<file path="src/rtl/gpio_bank_regs.sv">
module gpio_bank_regs #(
  parameter int NUM_BANKS = 4,
  parameter int ADDR_W = 12,
  parameter logic [ADDR_W-1:0] VMODE_ADDR = 12'h200
) (
  input  logic                      clk,
  input  logic                      rst_n,
  input  logic [ADDR_W-1:0]         bus_addr,
  input  logic                      bus_we,
  input  logic [31:0]               bus_wdata,
  output logic [31:0]               bus_rdata,
  input  logic [NUM_BANKS*32-1:0]   pad_in,
  output logic [NUM_BANKS*32-1:0]   pad_out,
  output logic [NUM_BANKS*32-1:0]   pad_oe,
  output logic [NUM_BANKS*128-1:0]  pin_func,
  output logic [NUM_BANKS*64-1:0]   pin_drive,
  output logic [NUM_BANKS*64-1:0]   pin_pull,
  output logic [NUM_BANKS-1:0]      bank_vmode
);
  localparam int WORDS = 9;
  localparam int STRIDE = WORDS * 4;
  localparam int TOTAL = NUM_BANKS * WORDS;
  localparam int FLAT_W = (TOTAL > 1) ? $clog2(TOTAL) : 1;
  localparam int BANK_W = (NUM_BANKS > 1) ? $clog2(NUM_BANKS) : 1;
  localparam int DATA_WORD = 4;

  logic [31:0] regs_q [TOTAL];
  logic [NUM_BANKS*32-1:0] sync1_q, sync2_q, data_rd;
  logic [NUM_BANKS-1:0] vmode_q;

  logic hit, vmode_hit, aligned;
  logic [FLAT_W-1:0] flat;
  logic [BANK_W-1:0] bank_idx;
  logic [3:0] word_idx;
  logic [ADDR_W-1:0] off;

  assign aligned = (bus_addr[1:0] == 2'b00);
  assign vmode_hit = aligned && (bus_addr == VMODE_ADDR);

  always_comb begin
    hit = 1'b0;
    flat = '0;
    bank_idx = '0;
    word_idx = '0;
    off = '0;
    for (int k = 0; k < NUM_BANKS; k++) begin
      if (bus_addr >= ADDR_W'(k*STRIDE) && bus_addr < ADDR_W'((k+1)*STRIDE)) begin
        off = bus_addr - ADDR_W'(k*STRIDE);
        hit = aligned;
        bank_idx = BANK_W'(k);
        word_idx = off[5:2];
        flat = FLAT_W'(k*WORDS) + FLAT_W'(off[5:2]);
      end
    end
  end

  always_ff @(posedge clk or negedge rst_n) begin
    if (!rst_n) begin
      for (int i = 0; i < TOTAL; i++) regs_q[i] <= '0;
    end else if (bus_we && hit) begin
      regs_q[flat] <= bus_wdata;
    end
  end

  always_ff @(posedge clk or negedge rst_n) begin
    if (!rst_n) vmode_q <= '0;
    else if (bus_we && vmode_hit) vmode_q <= bus_wdata[NUM_BANKS-1:0];
  end

  always_ff @(posedge clk or negedge rst_n) begin
    if (!rst_n) begin
      sync1_q <= '0;
      sync2_q <= '0;
    end else begin
      sync1_q <= pad_in;
      sync2_q <= sync1_q;
    end
  end

  for (genvar b = 0; b < NUM_BANKS; b++) begin : g_bank
    for (genvar w = 0; w < 4; w++) begin : g_func
      assign pin_func[b*128 + w*32 +: 32] = regs_q[b*WORDS + w];
    end
    assign pad_out[b*32 +: 32] = regs_q[b*WORDS + DATA_WORD];
    assign pin_drive[b*64 +: 64] = {regs_q[b*WORDS + 6], regs_q[b*WORDS + 5]};
    assign pin_pull[b*64 +: 64] = {regs_q[b*WORDS + 8], regs_q[b*WORDS + 7]};
    for (genvar p = 0; p < 32; p++) begin : g_pin
      assign pad_oe[b*32 + p] = (pin_func[(b*32 + p)*4 +: 4] == 4'd1);
      assign data_rd[b*32 + p] = pad_oe[b*32 + p] ? pad_out[b*32 + p] : sync2_q[b*32 + p];
    end
  end

  assign bank_vmode = vmode_q;

  always_comb begin
    bus_rdata = '0;
    if (vmode_hit) bus_rdata = 32'(vmode_q);
    else if (hit) bus_rdata = (word_idx == 4'(DATA_WORD)) ? data_rd[bank_idx*32 +: 32] : regs_q[flat];
  end

  logic [1:0] up_cnt;
  always_ff @(posedge clk or negedge rst_n) begin
    if (!rst_n) up_cnt <= '0;
    else if (up_cnt != 2'd3) up_cnt <= up_cnt + 2'd1;
  end

  p_write_replaces_r11: assert property (@(posedge clk) disable iff (!rst_n)
    (bus_we && hit) |=> regs_q[$past(flat)] == $past(bus_wdata));

  p_unmapped_zero_r10: assert property (@(posedge clk) disable iff (!rst_n)
    (!hit && !vmode_hit) |-> bus_rdata == 32'd0);

  p_sync_delay_r8: assert property (@(posedge clk) disable iff (!rst_n)
    (up_cnt >= 2'd2) |-> sync2_q == $past(pad_in, 2));

  p_oe_hold_r7: assert property (@(posedge clk) disable iff (!rst_n)
    !bus_we |=> $stable(pad_oe));

  p_vmode_hold_r6: assert property (@(posedge clk) disable iff (!rst_n)
    !(bus_we && vmode_hit) |=> $stable(bank_vmode));
endmodule

</file>
<file path="config.mk">
export PLATFORM = sky130hd
export DESIGN_NAME = gpio_bank_regs
export DESIGN_NICKNAME = d
export VERILOG_FILES = /design/src/rtl/gpio_bank_regs.sv
export SDC_FILE = /design/constraint.sdc
export NUM_CORES = 2
export LEC_CHECK = 0
export BUFFER_PORTS_ARGS = -buffer_cell sky130_fd_sc_hd__buf_2
export CAP_MARGIN = 20
export CORE_AREA = 2 2 587 589
export DETAILED_ROUTE_END_ITERATION = 8
export DIE_AREA = 0 0 589 591
export PLACE_DENSITY = 0.43
export SLEW_MARGIN = 0
export SYNTH_ARGS = -nofsm -noshare
export SYNTH_HDL_FRONTEND = slang
export SYNTH_SLANG_ARGS = --single-unit
</file>
<file path="constraint.sdc">
create_clock -name clk -period 4.75 [get_ports clk]
set_input_delay 0.2375 -clock clk [delete_from_list [all_inputs] [get_ports clk]]
set_output_delay 0.2375 -clock clk [all_outputs]
set_load 0.005 [all_outputs]
</file>
==> flow_summary.ini <==
[run_status]
run_status = completed

[global_route]
grt.total_usage = 0.2885
grt_pass1_vias = 58213
grt_first_pass_wirelength_um = 655500
globalRouteOverflowTotal = 0
antenna_found_initial = 72
grt_max_degree = 150

[sta]
final_hold_violating_endpoints = 0
max_slew.worst_pin.slew_ps = 1246
final.min_clock_period_ps = 4708
hold_slack_ps = 80.14
grt_setup_unrepaired = yes
max_clock_freq_ghz = 0.2124
max-slew-margin-rel = 0.1696
final-setup-viol-count = 0
worst_clock_skew_ps = 79.28
setup_tns_ps = 0
maxSlewViolCount = 0
final.period_utilization = 0.9912

[routing]
firstDrtPassIters = 5
drc = 0
finalWirelength_um = 518200
ant_nets = 0
route.detailed.vias_per_inst = 4.938
dr.first_iter.drc_count = 5571
route.detailed.wl_per_inst_um = 44.16
vias = 57944

[clocking]
cts.htree.levels = 4
numClockSinks = 1412
numCtsBuffers = 178
ctsRootBufferMaster = clkbuf_16
cts.path.max_buffers = 4
insertion_delay_ps = 880
clkTransAtPathRegs_ps = 60
cts_tree = built

[worst_setup_path]
setup.worst_path.class = in2out
crit_path_end_kind = output port
worst-endpoint-required_ps = 4510
cp.arrival_ps = 4470
timing.critical_path.fanout_max = 31
critical_path.startpoint_type = input port

[power_and_ir_drop]
vdd.ir_drop.worst_mv = 0.2565
total_power_mw = 29.26
share_clk_of_total_power = 0.512
p_sw_mw = 7.591
net_switching_share_of_the_total_power = 0.2594
internal_power_mw = 21.67
static-leakage-power_nw = 45.84
power.sequential.fraction = 0.420
power.share.combinational = 0.068
powerDensity_nw_per_um2 = 321.8

[die]
dieArea_sq_um = 348100
initial_util = 0.1851
die_height_um = 591
floorplan.core_area_sq_um = 341900
top_ports = 1491
floorplan.rows = 215
die-width_um = 589

[synth]
dominantRegCellSynth = dfrtp_1
seq_area_frac_synth = 0.5584
synth.yosys.warnings = 0
synthesis.area_sq_um = 63270
synth_cells = 4880
synthesis.area_per_instance_sq_um = 12.97
synth_top_cell_by_area = dfrtp_1
number_of_enable_flip_flop_cells_after_synthesis = 0
synth_seq_cells = 1412
count_of_different_cell_masters_after_synthesis = 96
postSynth.asyncResetShare = 1.000
synthDominantCellAreaShare = 0.5584
synth_nets = 5066
synth_top_cells_by_area = dfrtp_1, mux2_2, mux2_1

[final_layout]
area_delta_synth_final_pct = 43.71
final_cell_area_sq_um = 90930
drive_gt1_frac = 0.4736
layoutNonFillerInstCount = 11735
layout.cells.most_common_list = buf_2, dfrtp_1, mux2_2
final_nets = 7191
layout_commonest_cell = buf_2

[placed_design]
dpl-instance-area_sq_um = 81770
io_buffers = 1490
numPlacedInstances = 11134
detailedPlacementHpwl_um = 405300
place.gp.congestion = 0.9362

[run]
maxCapViolations = 0

[hold_path]
hold_class = in2reg
## critical path, cell delays in order
cell,delay (ps)
buf_2,100
or4_1,580
buf_4,200
buf_4,190
a211oi_4,330
nand2_1,210
o211ai_1,260
buf_12,200
buf_12,210
o22ai_1,140
o21ai_0,280
a31oi_1,300
or3_1,460
o41ai_4,420
buf_2,190
## stage by stage
stage	setup slack [ps]	utilization
6_report	41.76	0.2660
5_1_grt	-31.54	0.2658
2_1_floorplan	1173	-
3_5_place_dp	-714.8	0.2392
3_3_place_gp	-1601	0.2390
4_1_cts	-13.14	0.2654
## Yosys cell counts, types with 10 or more instances
master and count:
buf_2 198, dfrtp_1 1412, mux2_1 438, o21ai_1 14, ha_1 11, nand2_1 427, o211ai_1 26, a32oi_1 10
nor2_1 120, nor3_1 45, o22ai_1 150, o221ai_1 47, or4_1 10, nor4b_1 126, a21oi_1 78, nand3_1 116
o311ai_0 10, a221o_1 11, nor2_2 10, mux2_2 729, mux2i_1 185, o22a_1 32, a31oi_1 70, inv_1 11
o31ai_1 13, clkbuf_1 167, and3_1 20, mux4_2 62, buf_1 27, nor4_1 15, a211oi_1 21, buf_4 15
o21ai_0 76
## final cells by class
type / instances / area, sq um
inverters: 12 / 45.04
repair buffers: 2356 / 16480
diodes: 30 / 75.07
fillers: 36116 / 251000
clock inverters: 71 / 1065
multi-input cells: 3045 / 26990
well taps: 4557 / 5702
clock buffers: 252 / 5243
flip-flops and latches: 1412 / 35330
## repair_timing
action,CTS,global route
setup buffers,8,3
setup endpoints to repair,17,17
cloned,1,0
hold endpoints to repair,442,0
pin swaps,3,2
hold buffers,234,0
resized for setup,35,11
## final timing paths
check                              start             to  slack (ps)  cells past startpoint
max                          bus_addr[8]  bus_rdata[21]          40                     15
min                          pad_in[123]   sync1_q[123]          80                      2
max reg2reg                pin_func[349]  pin_func[349]        3330                      1
min reg2reg                  sync1_q[47]    sync2_q[47]         280                      0
max in group asynchronous          rst_n   pin_func[73]        2620                      4
min in group asynchronous          rst_n  pin_pull[148]         580                      3
## metal layers
| metal | up-vias | global-route usage | share of wire |
|---|---|---|---|
| li1 | 22488 | - | - |
| met1 | 31508 | 0.3458 | 0.39 |
| met2 | 3233 | 0.4932 | 0.49 |
| met4 | 8 | 0.1313 | 0.053 |
| met3 | 707 | 0.06253 | 0.070 |
| met5 | - | 0 | 0.00010 |
## registers in the layout (all words and copies together), names as in the netlist
register,cells
bank_vmode,4
pad_out,128
pin_drive,256
pin_func,512
pin_pull,256
sync1_q,128
sync2_q,128
## power by group through the flow
stage	clock network, mW	registers (mW)	logic [mW]
5_1_grt	15.6	12.3	2.08
3_3_place_gp	0	12.5	1.85
6_report	15.0	12.3	1.99
3_5_place_dp	0	12.5	1.85
2_1_floorplan	0	12.4	0.473
4_1_cts	15.2	12.3	2.02
## cell families after synthesis
family                   synth area share
AO/OA/AOI/OAI                     0.07455
XOR/XNOR                         0.001107
adder cells (fa/ha/maj)          0.002175
buffers and inverters             0.03037
flip-flops                         0.5584
multiplexers                       0.2590
AND/OR/NAND/NOR                   0.07431
No activity file was read; power rests on OpenSTA's default activity.
